===== config.mk =====
export PLATFORM = sky130hd
export DESIGN_NAME = sleep_seq
export DESIGN_NICKNAME = d
export VERILOG_FILES = /design/src/rtl/sleep_pkg.sv /design/src/rtl/sleep_sync.sv /design/src/rtl/sleep_fsm.sv /design/src/rtl/sleep_guard.sv /design/src/rtl/sleep_seq.sv
export SDC_FILE = /design/constraint.sdc
export NUM_CORES = 1
export LEC_CHECK = 0
export ABC_AREA = 1
export BUFFER_PORTS_ARGS = -buffer_cell sky130_fd_sc_hd__buf_2
export CAP_MARGIN = 20
export CELL_PAD_IN_SITES_DETAIL_PLACEMENT = 1
export CELL_PAD_IN_SITES_GLOBAL_PLACEMENT = 1
export CORE_ASPECT_RATIO = 0.9
export CORE_UTILIZATION = 32
export CTS_CLUSTER_DIAMETER = 150
export DETAILED_ROUTE_END_ITERATION = 10
export PLACE_DENSITY = 0.71
export REMOVE_ABC_BUFFERS = 1
export SLEW_MARGIN = 15
export SYNTH_ARGS = -nofsm -noshare
export SYNTH_HDL_FRONTEND = slang
export SYNTH_HIERARCHICAL = 1
export SYNTH_SLANG_ARGS = --single-unit

===== constraint.sdc =====
create_clock -name clk -period 1.25 [get_ports clk]
set_input_delay 0.3125 -clock clk [delete_from_list [all_inputs] [get_ports clk]]
set_output_delay 0.3125 -clock clk [all_outputs]
set_load 0.05 [all_outputs]

===== src/rtl/sleep_pkg.sv =====
package sleep_pkg;

  typedef enum logic [2:0] {
    ST_AWAKE    = 3'd0,
    ST_ENTERING = 3'd1,
    ST_ASLEEP   = 3'd2,
    ST_EXITING  = 3'd3,
    ST_RECOVERY = 3'd4
  } slp_st_e;

  // largest of three phase lengths, used to size the phase counter
  function automatic int max3(input int a, input int b, input int c);
    int m;
    m = (a > b) ? a : b;
    return (m > c) ? m : c;
  endfunction

  // cycles spent in a timed phase; untimed phases return 1
  function automatic int phase_len(input slp_st_e st, input int ent,
                                   input int ext, input int rec);
    case (st)
      ST_ENTERING: return ent;
      ST_EXITING:  return ext;
      ST_RECOVERY: return rec;
      default:     return 1;
    endcase
  endfunction

  // phases in which enables and strobes must stay idle
  function automatic logic quiet_phase(input slp_st_e st);
    return (st == ST_ENTERING) || (st == ST_EXITING) || (st == ST_RECOVERY);
  endfunction

endpackage


===== src/rtl/sleep_sync.sv =====
module sleep_sync #(
  parameter int STAGES = 2
) (
  input  logic clk,
  input  logic rst_n,
  input  logic d_async,
  output logic q_sync
);
  logic [STAGES-1:0] chain;

  always_ff @(posedge clk) begin
    if (!rst_n) chain <= '0;
    else        chain <= {chain[STAGES-2:0], d_async};
  end

  assign q_sync = chain[STAGES-1];
endmodule


===== src/rtl/sleep_fsm.sv =====
module sleep_fsm
  import sleep_pkg::*;
#(
  parameter int ENTRY_CYC = 2,
  parameter int EXIT_CYC  = 2,
  parameter int REC_CYC   = 2
) (
  input  logic    clk,
  input  logic    rst_n,
  input  logic    req_s,
  output slp_st_e state,
  output logic    phase_last
);
  localparam int MAX_LEN = max3(ENTRY_CYC, EXIT_CYC, REC_CYC);
  localparam int CNT_W   = $clog2(MAX_LEN + 1);

  slp_st_e          nxt;
  logic [CNT_W-1:0] cnt, cnt_nxt;

  assign phase_last = (int'(cnt) == phase_len(state, ENTRY_CYC, EXIT_CYC, REC_CYC) - 1);

  always_comb begin
    nxt     = state;
    cnt_nxt = '0;
    case (state)
      ST_AWAKE:    if (req_s) nxt = ST_ENTERING;
      ST_ENTERING: if (phase_last) nxt = ST_ASLEEP;   else cnt_nxt = cnt + 1'b1;
      ST_ASLEEP:   if (!req_s) nxt = ST_EXITING;
      ST_EXITING:  if (phase_last) nxt = ST_RECOVERY; else cnt_nxt = cnt + 1'b1;
      ST_RECOVERY: if (phase_last) nxt = ST_AWAKE;    else cnt_nxt = cnt + 1'b1;
      default:     nxt = ST_AWAKE;
    endcase
  end

  always_ff @(posedge clk) begin
    if (!rst_n) begin
      state <= ST_AWAKE;
      cnt   <= '0;
    end else begin
      state <= nxt;
      cnt   <= cnt_nxt;
    end
  end

  AST_ENTRY_TO_SLEEP: assert property (@(posedge clk) disable iff (!rst_n)
    (state == ST_ENTERING) |=> (state == ST_ENTERING || state == ST_ASLEEP));
  AST_SLEEP_HOLD: assert property (@(posedge clk) disable iff (!rst_n)
    (state == ST_ASLEEP && req_s) |=> (state == ST_ASLEEP));
  AST_WAKE_VIA_RECOVERY: assert property (@(posedge clk) disable iff (!rst_n)
    (state == ST_AWAKE && $past(state) != ST_AWAKE) |-> ($past(state) == ST_RECOVERY));
endmodule


===== src/rtl/sleep_guard.sv =====
module sleep_guard
  import sleep_pkg::*;
#(
  parameter int NUM_CE   = 3,
  parameter int NUM_STRB = 2
) (
  input  logic                clk,
  input  logic                rst_n,
  input  slp_st_e             state,
  input  logic                req_s,
  input  logic [NUM_CE-1:0]   ce_act,
  input  logic [NUM_STRB-1:0] strb_act,
  input  logic                pend_in,
  output logic                access_ok,
  output logic                start_ok,
  output logic                viol,
  output logic                pend_abort
);
  logic activity, quiet_hit, entry_edge;

  assign access_ok  = (state == ST_AWAKE);
  assign activity   = (|ce_act) | (|strb_act);
  assign quiet_hit  = quiet_phase(state) & activity;
  assign entry_edge = (state == ST_AWAKE) & req_s;
  assign start_ok   = access_ok & (&ce_act) & (|strb_act);

  always_ff @(posedge clk) begin
    if (!rst_n) begin
      viol       <= 1'b0;
      pend_abort <= 1'b0;
    end else begin
      viol       <= viol | quiet_hit;
      pend_abort <= entry_edge & pend_in;
    end
  end

  AST_VIOL_STICKY: assert property (@(posedge clk) disable iff (!rst_n)
    viol |=> viol);
  AST_START_ONLY_AWAKE: assert property (@(posedge clk) disable iff (!rst_n)
    start_ok |-> (state == ST_AWAKE));
  AST_ABORT_AT_ENTRY: assert property (@(posedge clk) disable iff (!rst_n)
    pend_abort |-> (state == ST_ENTERING));
endmodule


===== src/rtl/sleep_seq.sv =====
module sleep_seq
  import sleep_pkg::*;
#(
  parameter int NUM_CE      = 3,
  parameter int NUM_STRB    = 2,
  parameter int SYNC_STAGES = 2,
  parameter int ENTRY_CYC   = 2,
  parameter int EXIT_CYC    = 2,
  parameter int REC_CYC     = 2
) (
  input  logic                clk,
  input  logic                rst_n,
  input  logic                sleep_pin,
  input  logic [NUM_CE-1:0]   ce_act,
  input  logic [NUM_STRB-1:0] strb_act,
  input  logic                pend_in,
  output logic                sleeping,
  output logic                access_ok,
  output logic                start_ok,
  output logic                viol,
  output logic                pend_abort
);
  logic    req_s;
  logic    phase_last;
  slp_st_e state;

  sleep_sync #(.STAGES(SYNC_STAGES)) u_sync (
    .clk(clk), .rst_n(rst_n), .d_async(sleep_pin), .q_sync(req_s)
  );

  sleep_fsm #(.ENTRY_CYC(ENTRY_CYC), .EXIT_CYC(EXIT_CYC), .REC_CYC(REC_CYC)) u_fsm (
    .clk(clk), .rst_n(rst_n), .req_s(req_s), .state(state), .phase_last(phase_last)
  );

  sleep_guard #(.NUM_CE(NUM_CE), .NUM_STRB(NUM_STRB)) u_guard (
    .clk(clk), .rst_n(rst_n), .state(state), .req_s(req_s),
    .ce_act(ce_act), .strb_act(strb_act), .pend_in(pend_in),
    .access_ok(access_ok), .start_ok(start_ok), .viol(viol), .pend_abort(pend_abort)
  );

  assign sleeping = (state == ST_ASLEEP);

  AST_NO_START_ASLEEP: assert property (@(posedge clk) disable iff (!rst_n)
    sleeping |-> !start_ok);
endmodule


==> results.cfg, run 1 <==
[status]
status = finished, violations left
violations = setup timing

[placed_design]
dp_slack_ns = 0.00610
port_buffers = 13
dpl.hpwl_um = 820
routabilityCongestion = 0.746

[floorplan]
die_w_um = 42.1
die_area_sq_mm = 0.00160
coreArea_sq_mm = 0.00129
die_h_um = 38.1
start_util = 0.359
ioPinCount = 14
num_rows = 12

[routing]
dr_wl_met3_um = 54
ant_nets = 0
vias_per_cell = 4.72
first_pass_iters = 2
met2_length_um = 555
wl_met1_um = 583
drt-initial-drc-count = 3
wl_um = 1200
wl_per_cell_um = 11.9
route.vias.total = 477
drc = 0
highest-signal-layer = met4

[pwr]
power-per-cell-area_mw_per_mm2 = 2040
power_leakage_nw = 0.317
peakVddDrop_uv = 941

[clock_network]
cts_buffers = 3
cts_tree = yes
worstSkewPairLatency_ns = 0.27
cts_sinks = 9
htreeDepth = 1
clockBufferDepth = 2
cts-root-buf = clkbuf_4
cts.clk_slew.worst_paths_ns = 0.07

[synthesis]
ys_warn_count = 6
syn_inst = 65
synth.avg_cell_area_sq_um = 7.12
syn_area_sq_um = 463

[timing]
drv_slew = 0
rsz0062_at_grt = true
fmax_mhz = 700
setup_slack_ns = -0.178
relSlewSlack = 0.836
finalHoldViolations = 0
finalSetupTns_ns = -0.406
fin_skew_ns = 0.00141
worst_pin_slew_ns = 0.248
period_share = 1.14
timing.final.crit_period_ns = 1.43
setup_viol = 3

[global_route]
grt_max_degree = 9
grt_pass1_vias = 477
overflow = 0
antenna_found_initial = 0
grt_pass1_wl_um = 2040
track_usage = 0.184

[setup_path]
crit_fanout = 3
reg2regPathDepth = 7
critPathLaunchType = register
critPathLaunch = u_fsm/state[0]$_SDFFE_PN0P_
r2r-start = u_fsm/state[1]$_SDFFE_PN0P_
required_ns = 0.94
endpoint = start_ok
arrival_ns = 1.12
criticalPathCategory = register to primary output
endpoint_kind = primary output
r2r_setup_slack_ns = 0.09
reg2reg_to = u_fsm/state[1]$_SDFFE_PN0P_

[finish]
area_growth_pct = 43.5
diodes = 0
fin_nets = 97
drive_gt1_frac = 0.425

[job]
maxCapViolCount = 0

[hold_path]
hold_path_class = input port to register
-- cell usage in the layout, fill, tap and decap left out, types with 2 or more instances in the layout --
cell and n:
buf_4 5, inv_1 12, nand3b_1 2, dfxtp_1 7, a21oi_2 2, dfxtp_2 2
nor2_1 9, buf_2 10, clkbuf_4 3, nor2_2 2, a21oi_1 3, buf_6 3
nand3_2 2, nor2_4 2, nand3_1 3, nand2_1 11
-- worst max-delay path, cell delays in order, from the launching register on --
cell	delay, ns
dfxtp_2	0.35
nor2_4	0.09
nand2_2	0.08
nor3_2	0.14
buf_6	0.18
-- metal layers --
| metal | track usage | vias up |
|---|---|---|
| li1 | - | 247 |
| met1 | 0.218 | 219 |
| met2 | 0.293 | 9 |
| met3 | 0.0849 | 2 |
| met4 | 0.0703 | 0 |
| met5 | 0 | - |
-- timing repair --
action | in CTS | in global routing
resized for setup | 10 | 5
pin swaps | 0 | 2
hold buffers | 0 | 0
buffers inserted | 2 | 0
setup endpoints to repair | 5 | 5
-- final cells by class --
class	instances	area, sq um
Timing Repair Buffer	18	121
Tap cell	14	17.5
Multi-Input combinational cell	43	267
Fill cell	175	627
Clock inverter	1	5.00
Inverter	13	48.8
Clock buffer	3	22.5
Sequential cell	9	183
-- report_power, final --
part | switching (W) | internal, W | total, W
combinational | 0.000470 | 0.000280 | 0.000750
clock | 0.000115 | 0.000119 | 0.000234
sequential | 0.0000354 | 0.000339 | 0.000374
total | 0.000621 | 0.000737 | 0.00136
-- per-stage QoR --
step	utilization	cell area, sq um	hold WS (ns)	cells	total power [W]
after floorplan	-	463	0.390	65	0.000818
after global placement	0.440	568	0.396	95	0.000967
after detailed placement	0.440	568	0.416	95	0.000972
after CTS	0.491	634	0.215	101	0.00132
after global routing	0.515	664	0.209	101	0.00146
final	0.515	664	0.222	101	0.00136
-- how the worst min path moves through the flow --
stage	from	to	slack [ns]	cells past startpoint
final	sleep_pin	u_sync/chain[0]$_SDFF_PN0_	0.22	3
after global routing	sleep_pin	u_sync/chain[0]$_SDFF_PN0_	0.21	3
after CTS	sleep_pin	u_sync/chain[0]$_SDFF_PN0_	0.21	3
after global placement	u_sync/chain[0]$_SDFF_PN0_	u_sync/chain[1]$_SDFF_PN0_	0.40	2
after detailed placement	u_sync/chain[0]$_SDFF_PN0_	u_sync/chain[1]$_SDFF_PN0_	0.42	2
after floorplan	u_sync/chain[0]$_SDFF_PN0_	u_sync/chain[1]$_SDFF_PN0_	0.39	2
-- sequential cells by signal (all words and copies together) (netlist names) --
name	count
u_fsm/cnt	2
u_fsm/state	3
u_guard/pend_abort	1
u_guard/viol	1
u_sync/chain	2
(Power assumes the default switching activity.)
==> run 2: changes to the inputs <==
Settings changed: CELL_PAD_IN_SITES_DETAIL_PLACEMENT 1 to 0.
==> run 2 against run 1 <==
Effect of this change:
- the flow still finishes with violations (setup timing)
- sequential share of layout area down 1.6 points
- non-clock buffer count up 1
- design area rose by 7.7%
- via count up 0.84%
- total power is 6.3% higher
- global-route usage down 3.2 points
- clock power decreased by 3%
- setup slack improved by 0.011 ns
- register-to-register slack worse by 0.06 ns
- utilization grew 4.0 points
- clock skew is 0.0019 ns higher
- critical endpoint unchanged
==> results.cfg, run 2 (synthesized netlist as in run 1, its figures left out) <==
[global_route]
antenna_found_initial = 0
grt_pass1_vias = 444
grt_max_degree = 9
overflow = 0
track_usage = 0.151
grt_pass1_wl_um = 1750

[clock_network]
cts_buffers = 3
cts.clk_slew.worst_paths_ns = 0.07
holdBufCountCts = 0
worstSkewPairLatency_ns = 0.26
clockBufferDepth = 2
cts-root-buf = clkbuf_4
cts_tree = yes
htreeDepth = 1
cts_sinks = 9

[finish]
fin_nets = 98
top_register = u_fsm/state
biggestRegsByFlops = u_fsm/state: 3 flops, u_fsm/cnt: 2 flops, u_sync/chain: 2 flops
fin_area_sq_um = 716
mostFrequentLayoutCell = inv_1
diodes = 0
largest_reg_flops = 3
drive_gt1_frac = 0.477
layout.cells.non_filler = 102
final_cell_mix = 12 x inv_1, 10 x buf_2, 10 x nand2_1
area_growth_pct = 54.6

[setup_path]
slowest_delay_ns = 0.34
reg2reg_to = u_fsm/state[1]$_SDFFE_PN0P_
crit_fanout = 3
arrival_ns = 1.10
cp_cell_sequence = nor2_4, nand2_2, nor3_2, buf_6
r2r_setup_slack_ns = 0.03
r2r-start = u_fsm/state[1]$_SDFFE_PN0P_
crit_buf_inv = 1
critPathSlowestCell = dfxtp_2
required_ns = 0.94
endpoint_kind = primary output
reg2regPathDepth = 8
path_delay_family = flip-flops
criticalPathCategory = register to primary output
critPathLaunchType = register

[placed_design]
routabilityCongestion = 0.746
place_area_sq_um = 568
dpl.hpwl_um = 693
placedCellCount = 95
dp_slack_ns = 0.0375
port_buffers = 13

[timing]
finalSetupTns_ns = -0.333
worst_pin_slew_ns = 0.239
timing.final.crit_period_ns = 1.42
setup_slack_ns = -0.167
relSlewSlack = 0.840
rsz0062_at_grt = true
fin_skew_ns = 0.00335
fmax_mhz = 706
drv_slew = 0
fin_hold_ws_ns = 0.222
setup_viol = 3
finalHoldViolations = 0
period_share = 1.13

[routing]
wl_met1_um = 502
dr_wl_met3_um = 61
route.vias.total = 481
drt-initial-drc-count = 8
wl_um = 1030
wl_per_cell_um = 10.1
drc = 0
highest-signal-layer = met3
met2_length_um = 466
first_pass_iters = 3
ant_nets = 0
vias_per_cell = 4.72

[floorplan]
die_h_um = 38.1
num_rows = 12
die_w_um = 42.1
start_util = 0.359
ioPinCount = 14
coreArea_sq_mm = 0.00129
die_area_sq_mm = 0.00160

[pwr]
power-per-cell-area_mw_per_mm2 = 2020
power_leakage_nw = 0.335
peakVddDrop_uv = 999

[hold_path]
hold_depth = 3
hold_path_class = input port to register
min_to = u_sync/chain[0]$_SDFF_PN0_
worstHoldStart = sleep_pin

[job]
maxCapViolCount = 0

[status]
violations = setup timing
status = finished, violations left
==> run 2: power breakdown <==
group          internal, W  switching, W  leakage, nW
sequential        0.000342     0.0000342       0.0747
combinational     0.000334      0.000505        0.242
clock             0.000118      0.000110       0.0177
==> run 2: how the worst max path moves through the flow <==
stage                           to                         from  cells past startpoint  slack [ns]
after global placement    start_ok  u_fsm/state[0]$_SDFFE_PN0P_                      4        0.03
after CTS                 start_ok  u_fsm/state[1]$_SDFFE_PN0P_                      4       -0.16
after floorplan           start_ok  u_fsm/state[1]$_SDFFE_PN0P_                      3       -0.23
after global routing      start_ok  u_fsm/state[0]$_SDFFE_PN0P_                      4       -0.24
final                     start_ok  u_fsm/state[0]$_SDFFE_PN0P_                      4       -0.17
after detailed placement  start_ok  u_fsm/state[1]$_SDFFE_PN0P_                      4        0.04
==> run 2: metrics by stage <==
step | power [W] | utilization
floorplan | 0.000818 | -
global placement | 0.000967 | 0.440
detailed placement | 0.000961 | 0.440
CTS | 0.00127 | 0.484
global route | 0.00156 | 0.554
finish | 0.00144 | 0.554
==> run 2: area by class of cell <==
class                           instances  area, sq um
Clock buffer                            3         22.5
Clock inverter                          1         5.00
Fill cell                             122          576
Inverter                               13         51.3
Multi-Input combinational cell         43          298
Sequential cell                         9          185
Tap cell                               14         17.5
Timing Repair Buffer                   19          136
==> run 2: worst reg2reg max path, stage by stage (launching register included) <==
cell and delay, ns:
dfxtp_4 0.36, buf_6 0.10, buf_6 0.11, inv_4 0.04, or2_4 0.23, nand3_4 0.09
nand3_2 0.07, nand2_1 0.07, nor2_1 0.03
==> run 2: layer usage <==
layer	up-vias	track usage
li1	249	-
met1	221	0.180
met2	11	0.246
met3	0	0.0849
met4	0	0.0234
met5	-	0
==> run 2: timing repair <==
action / 4_1_cts / 5_1_grt
gates resized for setup: 8 / 18
pin swaps: 0 / 8
setup endpoints to repair: 3 / 5
setup buffers: 1 / 2
gates cloned: 0 / 0
==> run 3: changes to the inputs <==
Settings changed: CORE_ASPECT_RATIO 0.9 to not set, CORE_UTILIZATION 32 to 35, CTS_BUF_LIST set to sky130_fd_sc_hd__clkbuf_8, GPL_ROUTABILITY_DRIVEN set to 1, PLACE_DENSITY 0.71 to 0.77.
==> run 3 against run 2 <==
Effect of this change:
- the run still ends with setup timing left
- count of clock-buffer cells in the layout is the same
- setup slack gained 0.014 ns
- critical path type unchanged
- global-route usage grew 1.6 points
- critical path depth is the same
- fmax grew 0.97%
- register-to-register slack gained 0.05 ns
- clock skew grew 0.00073 ns
- first-iteration DRC count shrank 38%
- die area shrank 8.2%
- largest power group unchanged
- sequential share of layout area grew 0.24 points
- sequential power is essentially flat
- highest routed layer is now met4
- critical endpoint unchanged
==> results.cfg, run 3 (synthesized netlist as in run 1, its figures left out) <==
[setup_path]
crit_buf_inv = 1
slowest_delay_ns = 0.34
crit_fanout = 3
r2r-start = u_fsm/state[0]$_SDFFE_PN0P_
path_delay_family = flip-flops
reg2regPathDepth = 7
criticalPathCategory = register to primary output
required_ns = 0.94
critPathSlowestCell = dfxtp_2
critPathLaunchType = register
cp_cell_sequence = nor2_4, nand2_2, nor3_2, buf_6
endpoint_kind = primary output
critPathLaunch = u_fsm/state[1]$_SDFFE_PN0P_
crit_cells = 4
arrival_ns = 1.09

[routing]
highest-signal-layer = met4
route.vias.total = 476
wl_per_cell_um = 9.84
met2_length_um = 479
first_pass_iters = 4
vias_per_cell = 4.53
drc = 0
wl_um = 1030
ant_nets = 0
dr_wl_met3_um = 27
drt-initial-drc-count = 5
wl_met1_um = 522

[clock_network]
cts_sinks = 9
cts_tree = yes
worstSkewPairLatency_ns = 0.23
htreeDepth = 1
cts.clk_slew.worst_paths_ns = 0.05
cts_buffers = 3
holdBufCountCts = 0
clockBufferDepth = 2
cts-root-buf = clkbuf_8

[pwr]
power-per-cell-area_mw_per_mm2 = 2180
pwr-share-seq = 0.245
clkPwrFrac = 0.218
intPower_w = 0.000908
p_comb_frac = 0.536
power_leakage_nw = 0.348
swShare = 0.408
switchingPower_w = 0.000625
peakVddDrop_uv = 1130

[timing]
fin_hold_ws_ns = 0.262
drv_slew = 0
worst_pin_slew_ns = 0.270
setup_slack_ns = -0.153
fmax_mhz = 713
rsz0062_at_grt = true
setup_viol = 3
finalHoldViolations = 0
timing.final.crit_period_ns = 1.40
relSlewSlack = 0.819
fin_skew_ns = 0.00408
period_share = 1.12

[placed_design]
port_buffers = 13
dpl.hpwl_um = 683
routabilityCongestion = 0.779

[global_route]
grt_pass1_vias = 417
antenna_found_initial = 0
grt_pass1_wl_um = 1690
track_usage = 0.167
overflow = 0
grt_max_degree = 8

[finish]
top_register = u_fsm/state
largest_reg_flops = 3
fin_nets = 101
mostFrequentLayoutCell = inv_1
diodes = 0
biggestRegsByFlops = u_fsm/state: 3 flops, u_fsm/cnt: 2 flops, u_sync/chain: 2 flops
drive_gt1_frac = 0.462
area_growth_pct = 52.2
final_cell_mix = 12 x inv_1, 11 x nand2_1, 10 x buf_2
utilization = 0.601

[hold_path]
hold_depth = 3
hold_path_class = input port to register
worstHoldStart = sleep_pin

[floorplan]
die_area_sq_mm = 0.00147
num_rows = 12
ioPinCount = 14
start_util = 0.395
coreArea_sq_mm = 0.00117
die_h_um = 38.4
die_w_um = 38.4

[job]
maxCapViolCount = 0

[status]
violations = setup timing
status = finished, violations left
run 3: power by group through the flow:
stage          registers (W)  clock network, W  logic (W)
2_1_floorplan       0.000430                 0   0.000389
3_3_place_gp        0.000365                 0   0.000624
3_5_place_dp        0.000366                 0   0.000618
4_1_cts             0.000363          0.000335   0.000741
5_1_grt             0.000384          0.000356   0.000897
6_report            0.000376          0.000335   0.000822
run 3: worst register-to-register path, stage by stage, from the launching register on:
cell	delay, ns
dfxtp_2	0.33
buf_4	0.16
nor2_4	0.14
inv_1	0.08
o211ai_2	0.12
nand3_1	0.11
nand2_1	0.07
nor2_1	0.04
run 3: layer usage:
metal | vias to the layer above | GRT usage
li1 | 254 | -
met1 | 211 | 0.213
met2 | 9 | 0.267
met3 | 2 | 0.0349
met4 | 0 | 0.0776
met5 | - | 0
run 3: repair_timing:
action | in CTS | in global routing
gates resized for setup | 8 | 9
buffers inserted | 3 | 1
setup endpoints to repair | 3 | 6
pin swaps | 0 | 1
run 3: path summary, 6_finish.rpt:
path | to | slack [ns]
max | start_ok | -0.15
min | u_sync/chain[0]$_SDFF_PN0_ | 0.26
max reg2reg | u_fsm/state[1]$_SDFFE_PN0P_ | 0.08
min reg2reg | u_sync/chain[1]$_SDFF_PN0_ | 0.41
run 3: through the flow:
step / setup TNS (ns) / std cells / power (W) / worst slack, ns / cell area [sq um]
2_1_floorplan: -0.229 / 65 / 0.000818 / -0.229 / 463
3_3_place_gp: 0 / 97 / 0.000990 / 0.0395 / 583
3_5_place_dp: 0 / 97 / 0.000983 / 0.0380 / 583
4_1_cts: -0.222 / 104 / 0.00144 / -0.120 / 673
5_1_grt: -0.414 / 105 / 0.00164 / -0.179 / 704
6_report: -0.282 / 105 / 0.00153 / -0.153 / 704
run 3: layout make-up:
| cell class | instances | area [sq um] |
|---|---|---|
| flip-flops and latches | 9 | 184 |
| clock buffers | 3 | 41.3 |
| well taps | 14 | 17.5 |
| inverters | 13 | 48.8 |
| multi-input cells | 43 | 250 |
| repair buffers | 22 | 159 |
| clock inverters | 1 | 3.75 |
| fillers | 108 | 467 |
